**config.mk**
```make
export PLATFORM = sky130hd
export DESIGN_NAME = slave_addr_matcher
export DESIGN_NICKNAME = d
export VERILOG_FILES = /design/src/rtl/sam_pkg.sv /design/src/rtl/sam_cfg_regs.sv /design/src/rtl/sam_slot_cmp.sv /design/src/rtl/sam_prio.sv /design/src/rtl/sam_status.sv /design/src/rtl/slave_addr_matcher.sv
export SDC_FILE = /design/constraint.sdc
export NUM_CORES = 1
export LEC_CHECK = 0
export CAP_MARGIN = 20
export CORE_MARGIN = 1
export CORE_UTILIZATION = 55
export DETAILED_ROUTE_END_ITERATION = 10
export PLACE_DENSITY = 0.82
export SKIP_LAST_GASP = 1
export SLEW_MARGIN = 20
export SYNTH_ARGS = -nofsm -noshare
export SYNTH_HDL_FRONTEND = slang
export SYNTH_HIERARCHICAL = 1
export SYNTH_SLANG_ARGS = --single-unit
```
**constraint.sdc**
```tcl
create_clock -name clk -period 2.2 [get_ports clk]
set_clock_uncertainty 0.1 [all_clocks]
set_input_delay 0.44 -clock clk [delete_from_list [all_inputs] [get_ports clk]]
set_output_delay 0.44 -clock clk [all_outputs]
set_load 0.005 [all_outputs]
```
**src/rtl/sam_pkg.sv**
```systemverilog
package sam_pkg;

    localparam int unsigned BYTE_W = 8;
    localparam int unsigned ADDR_W = 7;

    typedef struct packed {
        logic [ADDR_W-1:0] addr;
        logic              gc_en;
    } slot_cfg_t;

    typedef struct packed {
        logic              hit;
        logic              gc;
    } match_flags_t;

    function automatic logic masked_equal(input logic [ADDR_W-1:0] rx_addr,
                                          input logic [ADDR_W-1:0] slot_addr,
                                          input logic [ADDR_W-1:0] dont_care);
        return ((rx_addr ^ slot_addr) & ~dont_care) == '0;
    endfunction

    function automatic logic is_general_call(input logic [BYTE_W-1:0] b);
        return b == '0;
    endfunction

endpackage

```
**src/rtl/sam_cfg_regs.sv**
```systemverilog
module sam_cfg_regs
    import sam_pkg::*;
#(
    parameter int unsigned NUM_SLOTS = 4,
    localparam int unsigned SEL_W = $clog2(2 * NUM_SLOTS)
) (
    input  logic                                clk,
    input  logic                                rst,
    input  logic                                we,
    input  logic [SEL_W-1:0]                    sel,
    input  logic [BYTE_W-1:0]                   wdata,
    output slot_cfg_t [NUM_SLOTS-1:0]           slot_q,
    output logic [NUM_SLOTS-1:0][ADDR_W-1:0]    mask_q
);

    for (genvar i = 0; i < NUM_SLOTS; i++) begin : g_slot
        always_ff @(posedge clk) begin
            if (rst) begin
                slot_q[i] <= '0;
            end else if (we && sel == SEL_W'(i)) begin
                slot_q[i] <= slot_cfg_t'(wdata);
            end
        end

        always_ff @(posedge clk) begin
            if (rst) begin
                mask_q[i] <= '0;
            end else if (we && sel == SEL_W'(NUM_SLOTS + i)) begin
                mask_q[i] <= wdata[BYTE_W-1:1];
            end
        end
    end

endmodule

```
**src/rtl/sam_slot_cmp.sv**
```systemverilog
module sam_slot_cmp
    import sam_pkg::*;
#(
    parameter int unsigned NUM_SLOTS = 4
) (
    input  slot_cfg_t [NUM_SLOTS-1:0]           slot_q,
    input  logic [NUM_SLOTS-1:0][ADDR_W-1:0]    mask_q,
    input  logic [BYTE_W-1:0]                   rx_byte,
    output logic [NUM_SLOTS-1:0]                slot_hit,
    output logic [NUM_SLOTS-1:0]                slot_gc
);

    logic gc_byte;
    assign gc_byte = is_general_call(rx_byte);

    for (genvar i = 0; i < NUM_SLOTS; i++) begin : g_cmp
        logic addr_ok;
        assign addr_ok     = masked_equal(rx_byte[BYTE_W-1:1], slot_q[i].addr, mask_q[i]);
        assign slot_gc[i]  = slot_q[i].gc_en & gc_byte;
        assign slot_hit[i] = addr_ok | slot_gc[i];
    end

endmodule

```
**src/rtl/sam_prio.sv**
```systemverilog
module sam_prio #(
    parameter int unsigned NUM_SLOTS = 4,
    localparam int unsigned IDX_W = (NUM_SLOTS > 1) ? $clog2(NUM_SLOTS) : 1
) (
    input  logic [NUM_SLOTS-1:0] req,
    output logic                 any,
    output logic [IDX_W-1:0]     idx
);

    always_comb begin
        idx = '0;
        for (int i = NUM_SLOTS - 1; i >= 0; i--) begin
            if (req[i]) begin
                idx = IDX_W'(i);
            end
        end
    end

    assign any = |req;

endmodule

```
**src/rtl/sam_status.sv**
```systemverilog
module sam_status
    import sam_pkg::*;
#(
    parameter int unsigned IDX_W = 2
) (
    input  logic                clk,
    input  logic                rst,
    input  logic                strobe,
    input  logic                irq_clr,
    input  match_flags_t        flags_in,
    input  logic [IDX_W-1:0]    idx_in,
    input  logic [BYTE_W-1:0]   byte_in,
    output match_flags_t        flags_q,
    output logic [IDX_W-1:0]    idx_q,
    output logic [BYTE_W-1:0]   byte_q,
    output logic                irq_q
);

    always_ff @(posedge clk) begin
        if (rst) begin
            flags_q <= '0;
            idx_q   <= '0;
        end else if (strobe) begin
            flags_q <= flags_in;
            idx_q   <= flags_in.hit ? idx_in : '0;
        end
    end

    always_ff @(posedge clk) begin
        if (rst) begin
            byte_q <= '0;
        end else if (strobe && flags_in.hit) begin
            byte_q <= byte_in;
        end
    end

    always_ff @(posedge clk) begin
        if (rst) begin
            irq_q <= 1'b0;
        end else if (strobe && flags_in.hit) begin
            irq_q <= 1'b1;
        end else if (irq_clr) begin
            irq_q <= 1'b0;
        end
    end

endmodule

```
**src/rtl/slave_addr_matcher.sv**
```systemverilog
module slave_addr_matcher
    import sam_pkg::*;
#(
    parameter int unsigned NUM_SLOTS = 4,
    localparam int unsigned SEL_W = $clog2(2 * NUM_SLOTS),
    localparam int unsigned IDX_W = (NUM_SLOTS > 1) ? $clog2(NUM_SLOTS) : 1
) (
    input  logic                clk,
    input  logic                rst,
    input  logic                cfg_we,
    input  logic [SEL_W-1:0]    cfg_sel,
    input  logic [BYTE_W-1:0]   cfg_wdata,
    input  logic                rx_strobe,
    input  logic [BYTE_W-1:0]   rx_byte,
    input  logic                irq_clr,
    output logic                hit,
    output logic                gc_hit,
    output logic [IDX_W-1:0]    hit_slot,
    output logic [BYTE_W-1:0]   rx_held,
    output logic                rw_bit,
    output logic                irq
);

    slot_cfg_t [NUM_SLOTS-1:0]          slot_q;
    logic [NUM_SLOTS-1:0][ADDR_W-1:0]   mask_q;
    logic [NUM_SLOTS-1:0]               slot_hit;
    logic [NUM_SLOTS-1:0]               slot_gc;
    logic                               any_hit;
    logic [IDX_W-1:0]                   first_idx;
    match_flags_t                       flags_d;
    match_flags_t                       flags_q;

    sam_cfg_regs #(.NUM_SLOTS(NUM_SLOTS)) u_regs (
        .clk    (clk),
        .rst    (rst),
        .we     (cfg_we),
        .sel    (cfg_sel),
        .wdata  (cfg_wdata),
        .slot_q (slot_q),
        .mask_q (mask_q)
    );

    sam_slot_cmp #(.NUM_SLOTS(NUM_SLOTS)) u_cmp (
        .slot_q   (slot_q),
        .mask_q   (mask_q),
        .rx_byte  (rx_byte),
        .slot_hit (slot_hit),
        .slot_gc  (slot_gc)
    );

    sam_prio #(.NUM_SLOTS(NUM_SLOTS)) u_prio (
        .req (slot_hit),
        .any (any_hit),
        .idx (first_idx)
    );

    assign flags_d.hit = any_hit;
    assign flags_d.gc  = |slot_gc;

    sam_status #(.IDX_W(IDX_W)) u_stat (
        .clk      (clk),
        .rst      (rst),
        .strobe   (rx_strobe),
        .irq_clr  (irq_clr),
        .flags_in (flags_d),
        .idx_in   (first_idx),
        .byte_in  (rx_byte),
        .flags_q  (flags_q),
        .idx_q    (hit_slot),
        .byte_q   (rx_held),
        .irq_q    (irq)
    );

    assign hit    = flags_q.hit;
    assign gc_hit = flags_q.gc;
    assign rw_bit = rx_held[0];

endmodule

```
# [After elaboration in Yosys (flattened, before gate mapping)]
# Index checks and enable logic that the tools add are counted.
[op_classes] eq_ne=7 n_mux=7 n_bitwise=20 reduce_logical=18
[ops] operator="bitwise AND 7 bit" n=4
[ops] operator="logical NOT 7 bit" n=4
[ops] operator="NOT 7 bit" n=4
[ops] operator="XOR 7 bit" n=4
[ops] operator="equality test 3 bit (second input constant)" n=4
[ops] operator="2-to-1 mux 2 bit" n=5
[ops] operator="logical AND 1 bit" n=9
[ops] operator="logical NOT 8 bit" n=1
[ops] operator="OR reduction 4 bit" n=2
[ops] operator="equality test 3 x 2 -> 1 bit (second input constant)" n=2
[ops] operator="bitwise AND 1 bit" n=4
[ops] operator="OR 1 bit" n=4
[ops] operator="equality test 3 x 1 -> 1 bit (second input constant)" n=1
[ops] operator="logical NOT 3 bit" n=1
[ops] operator="2-to-1 mux 1 bit" n=2
[ops] operator="nonzero test 2 bit" n=1
[word_totals] ff_bits=73 in_bits=24 out_inout_bits=14 elab_cells=69

# [Logic depth before layout (Yosys ltp)]
# Gate-level depths: netlist (run 1).
[logic_depth] depth_word=9 ltp_mapped=10

# [Hierarchy]
# The synthesis (run 1) kept the hierarchy.
[modules_own_cells] module="sam_cfg_regs" n_inst=1 cells_per_inst=224 area_per_inst_um2=2456.1 seq_area_each_um2=1201.2
[modules_own_cells] module="sam_status" n_inst=1 cells_per_inst=55 area_per_inst_um2=548.0 seq_area_each_um2=260.2
[modules_own_cells] module="sam_slot_cmp" n_inst=1 cells_per_inst=65 area_per_inst_um2=545.5 seq_area_each_um2=0.0
[modules_own_cells] module="sam_prio" n_inst=1 cells_per_inst=7 area_per_inst_um2=35.0 seq_area_each_um2=0.0
[modules_own_cells] module="slave_addr_matcher" n_inst=1 cells_per_inst=2 area_per_inst_um2=15.0 seq_area_each_um2=0.0

# [Worst setup path after synthesis (run 1)]
# No wires, ideal clock.
[synth_path] kind="input to register" from="in rx_byte[7]" to="reg u_stat.idx_q[1]" setup_ps=66 t_arrival_ps=1825 required_time_ps=2034 path_slack_ps=209 cell_stages=10 path_cell_list="buf_6 xnor2_1 o22ai_1 o41ai_2 nor2_1 nand2_1 buf_6 buf_6 nand3_2 a21oi_2"
[synth_via] word_cells_on_any_way=27 classes_between="mux: 5; bitwise: 16; reduce/logical: 6"
[synth_lines] item="start, declared" line_no="slave_addr_matcher.sv:14" rtl="input logic [BYTE_W-1:0] rx_byte,"
[synth_lines] item="XOR 7 bit" line_no="sam_pkg.sv:19" rtl="return ((rx_addr ^ slot_addr) & ~dont_care) == '0;"
[synth_lines] item="bitwise AND 7 bit" line_no="sam_pkg.sv:19"
[synth_lines] item="logical NOT 7 bit" line_no="sam_pkg.sv:19"
[synth_lines] item="OR 1 bit *" line_no="sam_slot_cmp.sv:20" rtl="assign slot_hit[i] = addr_ok | slot_gc[i];"
[synth_lines] item="via slot_hit[0]" line_no="slave_addr_matcher.sv:26" rtl="logic [NUM_SLOTS-1:0] slot_hit;"
[synth_lines] item="OR reduction 4 bit *" line_no="sam_prio.sv:19" rtl="assign any = |req;"
[synth_lines] item="via any_hit" line_no="slave_addr_matcher.sv:28" rtl="logic any_hit;"
[synth_lines] item="2-to-1 mux 2 bit *" line_no="sam_status.sv:25" rtl="idx_q <= flags_in.hit ? idx_in : '0;"
[synth_lines] item="end signal, assigned" line_no="sam_status.sv:25"
[synth_lines] item="end, declared" line_no="sam_status.sv:14" rtl="output logic [IDX_W-1:0] idx_q,"
# Mark *: on every way through the listed nets, which the timed path passes. The rest lies on a longest branch.
# A chain may end at the register's enable or synchronous reset.

# [Worst setup path after layout (run 1)]
[layout_path] from="in rx_byte[1]" to="reg u_stat.byte_q[7]"
[layout_via] elab_chain_cells=6 word_cells_on_any_way=23 classes_between="bitwise: 16; reduce/logical: 7"
[layout_lines] item="XOR 7 bit" line_no="sam_pkg.sv:19"
[layout_lines] item="bitwise AND 7 bit" line_no="sam_pkg.sv:19"
[layout_lines] item="logical NOT 7 bit" line_no="sam_pkg.sv:19"
[layout_lines] item="OR 1 bit *" line_no="sam_slot_cmp.sv:20"
[layout_lines] item="via slot_hit[3]" line_no="slave_addr_matcher.sv:26"
[layout_lines] item="OR reduction 4 bit *" line_no="sam_prio.sv:19"
[layout_lines] item="via any_hit" line_no="slave_addr_matcher.sv:28"
[layout_lines] item="logical AND 1 bit *" line_no="sam_status.sv:32" rtl="end else if (strobe && flags_in.hit) begin"
[layout_lines] item="end signal, assigned" line_no="sam_status.sv:33" rtl="byte_q <= byte_in;"
[layout_lines] item="end, declared" line_no="sam_status.sv:15" rtl="output logic [BYTE_W-1:0] byte_q,"
# Marked as above.

==> reports/results.txt, run 1 <==
endpoints failing hold - 0
ys async rst share - 0%
adder-cell share of the synthesized area - 0%
slew of the pin with the lowest slew margin - 0.534 ns
Routed Antenna Nets - 0
post-synthesis compound-gate area fraction - 8.13%
Tcrit/Tclk final - 97.6%
Cell Area, Synth - 0.00360 mm^2
Net Count, Synth - 377
max cap viols - 0
first-pass GRT wire length - 13.0 mm
status - completed
Finished Cell Area - 0.00456 mm^2
initial antenna violation count - 0
share of the synthesized area in the top cell type - 40.6%
DRT Pass-1 Iters - 4
GR Util All Layers - 24.2%
Peak Freq - 0.466 GHz
Critical Path End - u_stat/byte_q[7]
final setup violation count - 0
Layout area overhead - 26.6%
Ys Warns - 6
mux share of post-synthesis cell area - 17.0%
fin crit period - 2.15 ns
cell taking the most area after synthesis - dfxtp_1
share of post-route cells with drive strength above 1 - 20.3%
drt initial violations - 225
Setup Crit Path Kind - in -> reg
vias in the first global route - 2577
core area - 0.00635 mm^2
Ports - 38
data required time of the worst path - 2.34 ns
Worst Setup Start Kind - input pin
DR vias/cell - 5.54
setup TNS - 0 ns
worst path arrival time - 2.29 ns
post-detail-place hpwl - 5.60 mm
Synth Flop Type - dfxtp_1
clock root cell - clkbuf_8
most frequent cells after synthesis - dfxtp_1, nand2b_1, mux2i_1
input/output buffers - 37
average instance area after synthesis - 10.2 um^2
GRT busiest layer - met2
worst r2r path cells - 8
worst vdd ir - 442 uV
Netlist cell types - 29
synth top area cells - dfxtp_1, mux2i_1, nand2b_1
Post-Synth Simple-Gate Area - 20.3%
clk buf depth - 2
Max-Slew Margin vs Limit - 64.4%
filler cell count - 416
Overflow after GRT - 0
Pwr per Cell Area - 642 mW/mm^2
Post-Route WL - 8.51 mm
via count of the routed design - 2635
Hold WC Path Type - reg -> reg
FP Rows - 29
setup slack, reg-to-reg - 0.26 ns
Post-synth EDFFs - 0
Slowest-stage cell, CP - clkdlybuf4s50_1
Die ar. - 0.00687 mm^2
diode count - 0
Synth Instances - 353
main combinational cell family by area after synthesis - simple AND/OR/NAND/NOR gates
cell count after placement - 456
HP Start - u_regs/mask_q[24]
Pins Over Slew Limit - 0
part of the Yosys area used for sequential elements - 40.6%
met3 Use GR - 4.57%
worst path buffer plus inverter count - 3
Worst-Skew Late Latency - 0.35 ns
Worst Setup SP - rx_byte[1]
drt drc - 0
Post-DP Area - 0.00408 mm^2
crit end category - flip-flop
CP peak stage delay - 0.51 ns
die height - 82.9 um
wire length per cell - 17.9 um
Die Wd - 82.9 um
M2 GR Usage - 40.2%
reg-to-reg startpoint - u_regs/slot_q[31]
critical path cell sequence - clkdlybuf4s50_1, buf_12, xnor2_4, o22ai_4, o41ai_4, nor2_2, nand2_2, clkbuf_16, a21bo_1, a21oi_1
Worst path top cell family by delay - buffers and inverters
post-route total power - 0.00293 W
CTS tree - done
CTS sink count - 73
CP Depth - 10
leakage - 2.03 nW
Starting Density - 56.7%
flops & latches, synth - 73
CTS Hold Bufs - 0
RD Place Congestion - 0.889
CTS Buf Count - 9
CTS H-tree depth - 3
CTS clk-pin slew, worst paths - 0.08 ns
Non-Filler Instances - 476
xor/xnor share of the synthesized area - 7.02%
global routing usage on met1 - 31.5%
NumNets Final - 418
R2R Path End - u_stat/byte_q[7]
largest net degree at the start of global routing - 35
Crit Path Max Fanout - 6
==> cell families after synthesis <==
logic type / after synthesis
simple gates: 111
flops: 73
mux: 61
buf+inv: 43
compound gates: 37
xor+xnor: 28
==> flip-flops by register name, indices dropped and copies added (netlist names) <==
signal          flops
u_regs/mask_q      28
u_regs/slot_q      32
u_stat/irq_q        1
u_stat/byte_q       8
u_stat/idx_q        2
u_stat/flags_q      2
==> worst min-delay path: cells and delay by family (launching register included) <==
family / cells / cell delay, ns
DFF: 1 / 0.32
muxes: 1 / 0.06
and+or+nand+nor: 1 / 0.06
==> layout by cell type, fill, tap and decap left out, drive strengths merged <==
| cell type | Yosys | layout |
|---|---|---|
| buf | 22 | 31 |
| a21bo | 8 | 8 |
| nand4b | 3 | 3 |
| nand3 | 14 | 14 |
| dlygate4sd2 | 0 | 1 |
| o22ai | 12 | 12 |
| nor2 | 7 | 7 |
| or4b | 1 | 1 |
| nor4 | 2 | 2 |
| mux2i | 61 | 61 |
| dfxtp | 73 | 73 |
| inv | 5 | 5 |
| and4b | 1 | 1 |
| bufinv | 0 | 2 |
| clkbuf | 16 | 13 |
| dlymetal6s2s | 0 | 5 |
| nand2 | 2 | 2 |
| or4 | 1 | 1 |
| clkinvlp | 0 | 2 |
| nor4b | 1 | 1 |
| and4bb | 1 | 1 |
| nand4 | 1 | 1 |
| clkdlybuf4s50 | 0 | 30 |
| o41ai | 4 | 4 |
| nand4bb | 3 | 3 |
| nor3 | 1 | 1 |
| nand2b | 73 | 73 |
| xnor2 | 28 | 28 |
| a21oi | 13 | 13 |
==> power by group <==
group	switching, W	total [W]	internal [W]	leakage, nW
Combinational	0.000168	0.000350	0.000182	1.33
Sequential	0.0000205	0.00137	0.00135	0.590
Clock	0.000509	0.00121	0.000701	0.109
Total	0.000697	0.00293	0.00223	2.03
==> metrics by stage <==
stage,hold WS [ns],worst slack [ns],utilization [%]
2_1_floorplan,0.349,0.209,-
3_3_place_gp,0.357,-0.343,64.3
3_5_place_dp,0.365,-0.412,64.3
4_1_cts,0.377,0.0146,67.9
5_1_grt,0.402,-0.0752,71.8
6_report,0.380,0.0535,71.8
==> routing by layer <==
layer / vias to the layer above / share of wire [%]
met5: - / 0
met3: 13 / 4.5
met2: 68 / 48
met4: 0 / 2.2
li1: 1274 / -
met1: 1280 / 45
==> timing repair <==
action / 4_1_cts / 5_1_grt
buffers inserted: 0 / 2
cloned: 0 / 2
endpoints found under the setup margin: 12 / 12
pin swaps: 1 / 14
resized for setup: 1 / 34
==> worst min-delay path by stage <==
| stage | endpoint | cells after the start |
|---|---|---|
| after floorplan | u_regs/mask_q[11] | 2 |
| after global placement | u_regs/mask_q[12] | 2 |
| after detailed placement | u_stat/flags_q[1] | 2 |
| after CTS | u_regs/mask_q[12] | 2 |
| after global routing | u_stat/idx_q[1] | 2 |
| final | u_regs/mask_q[24] | 2 |
==> area by class of cell <==
cell class                 count  area (um^2)  share of cell area, %
multi-input combinational    237         2060                   45.2
inverter                       5         18.8                  0.412
clock inverter                 4         75.1                   1.65
sequential                    73         1460                   32.1
clock buffer                  12          155                   3.40
timing repair buffer          68          692                   15.2
tap                           77         96.3                   2.11
Note: power is estimated with default switching activity, not from simulation.
==> inputs of run 2 (changes only) <==
--- a/constraint.sdc
+++ b/constraint.sdc
@@ -4,2 +4,2 @@
 set_output_delay 0.44 -clock clk [all_outputs]
-set_load 0.005 [all_outputs]
+set_load 0.05 [all_outputs]
==> results of run 2 <==
The final DEF is identical to that of run 1. Status: completed.
Among the figures that moved: total power 0.00293 W -> 0.00294 W
==> inputs of run 3 (changes only) <==
CORE_UTILIZATION = 50   (was 55)
PLACE_DENSITY = 0.79   (was 0.82)
clock period = 1.78 ns   (was 2.2 ns; I/O delays follow)
==> run 3 against run 2 <==
The run now ends with negative setup slack left. Worst hold slack got worse by 0.063 ns. Clock-buffer cell count decreased by 1. Design area increased by 12%. Total power increased by 23%. Global-route usage increased by 3.3 points. Critical path depth decreased by 2. Die area increased by 9.8%. Combinational power increased by 57%. Utilization increased by 2.2 points. Non-clock buffer count increased by 12. Routed wire length increased by 34%. Critical path type is now reg -> reg. Critical endpoint is now u_stat/byte_q[4]. Largest cell class unchanged. Highest routed layer unchanged.
==> reports/results.txt, run 3 (synthesis gave the netlist of run 1 again) <==
slew of the pin with the lowest slew margin - 0.509 ns (-0.0251 ns)
leakage - 2.27 nW (+12%)
Crit Path Max Fanout - 5 (-1)
HP Start - rx_byte[2]
NumNets Final - 430 (+2.9%)
vias in the first global route - 2860 (+11%)
CTS clk-pin slew, worst paths - 0.08 ns (about the same)
worst hold endpoint - u_stat/byte_q[2]
commonest non-fill, non-tap cells in the layout - nand2b_1, mux2i_1, dfxtp_1
max reg flops - 32 (unchanged)
core area - 0.00687 mm^2 (+8.2%)
CTS sink count - 73 (unchanged)
DR vias/cell - 5.82 (+5.1%)
CP peak stage delay - 0.46 ns (-0.05 ns)
fin crit period - 1.96 ns
Max-Slew Margin vs Limit - 66.0% (+1.7 points)
CTS H-tree depth - 3 (unchanged)
worst path arrival time - 2.15 ns (-0.14 ns)
Die ar. - 0.00754 mm^2 (+9.8%)
largest net degree at the start of global routing - 37 (+5.7%)
worst r2r path cells - 8 (unchanged)
Starting Density - 52.4% (-4.3 points)
CTS Buf Count - 9 (unchanged)
initial antenna violation count - 0 (unchanged)
critical path cell sequence - xnor2_2, nor2_1, o41ai_2, nor2_2, nand2_4, buf_16, nand3_2, a21oi_2
Post-Route WL - 11.4 mm (+34%)
clock root cell - clkbuf_8
share of post-route cells with drive strength above 1 - 42.6% (+22 points)
status - finished with violations
Final Util - 74.0% (+2.2 points)
worst hold stages - 4 (+2)
Peak Freq - 0.509 GHz
Pwr per Cell Area - 709 mW/mm^2
Finished Cell Area - 0.00508 mm^2 (+12%)
FP Rows - 30 (+3.4%)
R2R Path End - u_stat/byte_q[4]
max cap viols - 0 (unchanged)
diode count - 0 (unchanged)
Tcrit/Tclk final - 110%
setup slack, reg-to-reg - -0.18 ns (-0.44 ns)
CTS Hold Bufs - 0 (unchanged)
Pins Over Slew Limit - 0 (unchanged)
crit end category - flip-flop
Seq. cell area - 0.00149 mm^2 (+2.0%)
CTS tree - done
worst path buffer plus inverter count - 1 (-2)
die height - 86.9 um (+4.8%)
Layout area overhead - 41.2%
first-pass GRT wire length - 15.3 mm (+18%)
hold_ws - 0.317 ns (-0.0630 ns)
RD Place Congestion - 0.940 (+5.8%)
final setup violation count - 13 (+13)
Worst Slack Setup Final - -0.185 ns (-0.238 ns)
drt drc - 0 (unchanged)
largest register by flop count - u_regs/slot_q
Overflow after GRT - 0 (unchanged)
via count of the routed design - 2949 (+12%)
DRT Pass-1 Iters - 4 (unchanged)
Slowest-stage cell, CP - dfxtp_1
data required time of the worst path - 1.97 ns (-0.37 ns)
worst vdd ir - 652 uV
filler cell count - 372 (-11%)
violated checks - negative setup slack
Post-DP Area - 0.00420 mm^2 (+3.0%)
GR Util All Layers - 27.4% (+3.3 points)
Routed Antenna Nets - 0 (unchanged)
Worst Setup Start Kind - flip-flop
Worst-Skew Late Latency - 0.36 ns (about the same)
input/output buffers - 37 (unchanged)
reg-to-reg startpoint - u_regs/slot_q[20]
clk buf depth - 2 (unchanged)
Setup Crit Path Kind - reg -> reg
post-route total power - 0.00360 W
leading cell type in the layout, fill and taps excluded - nand2b_1
drt initial violations - 265 (+18%)
Die Wd - 86.9 um (+4.8%)
Top Registers - u_regs/slot_q: 32 flops, u_regs/mask_q: 28 flops, u_stat/byte_q: 8 flops
Ports - 38 (unchanged)
post-detail-place hpwl - 6.08 mm (+8.6%)
Hold WC Path Type - in -> reg
footprint of the multi-input gates - 0.00242 mm^2 (+17%)
RSZ-0062 raised after global routing - yes
Worst path top cell family by delay - compound AO/OA/AOI/OAI gates
wire length per cell - 22.5 um (+26%)
endpoints failing hold - 0 (unchanged)
==> run 3: cell types whose count changed in the layout (fill, tap and decap cells not counted), moves of 5 or more <==
cell	delta
xnor2_1	-20
dfxtp_1	-17
clkdlybuf4s50_1	-16
buf_4	+15
xnor2_2	+15
dfxtp_2	+14
a21oi_1	-8
a21oi_2	+8
buf_12	+7
nand3_1	-6
clkbuf_2	+5
dlymetal6s2s_1	-5
o22ai_2	+5
xnor2_4	+5
==> run 3: how the worst max path moves through the flow <==
stage,start,to,cells after the start
final,u_regs/slot_q[20],u_stat/byte_q[4],8
after CTS,rx_byte[1],u_stat/byte_q[7],10
after floorplan,rx_byte[5],u_stat/byte_q[7],10
after global routing,u_regs/slot_q[20],u_stat/byte_q[4],8
after global placement,rx_byte[2],u_stat/idx_q[0],10
after detailed placement,rx_byte[2],u_stat/byte_q[7],10
==> run 3: cell type report <==
class | count | area share [%]
clock buffer | 11 | 2.78
clock inverter | 5 | 1.08
inverter | 5 | 0.369
multi-input combinational | 237 | 47.6
sequential | 73 | 29.3
tap | 96 | 2.36
timing repair buffer | 80 | 16.5
==> run 3: routing by layer <==
metal  vias to the layer above  wire (um)  GRT usage [%]
met5                         -          0              0
met4                         0        518           11.5
met3                        50        709           4.83
met2                       143       5720           45.9
met1                      1454       4470           34.9
li1                       1302          -              -
==> run 3: power breakdown <==
group          internal (W)  switching, W
clock              0.000681      0.000657
sequential          0.00166     0.0000359
combinational      0.000288      0.000276
==> run 3: worst register-to-register path, cell delays in order (launching register included) <==
cell     delay, ns
dfxtp_1       0.46
xnor2_2       0.16
nor2_1        0.08
o41ai_2       0.42
nor2_2        0.11
nand2_4       0.18
buf_16        0.14
nand3_2       0.08
a21oi_2       0.17
==> run 3: repair_timing <==
action	4_1_cts	5_1_grt
gates cloned	2	1
hold endpoints to repair	0	0
gates resized for setup	72	57
setup buffers	9	6
setup endpoints to repair	13	13
pin swaps	29	36
==> run 3: per-stage QoR <==
step	cells	TNS, ns	setup WS (ns)
3_3_place_gp	477	-7.88	-0.610
5_1_grt	507	-2.24	-0.221
4_1_cts	502	-0.351	-0.0595
3_5_place_dp	477	-8.66	-0.681
2_1_floorplan	353	-0.305	-0.0361
6_report	507	-1.74	-0.185
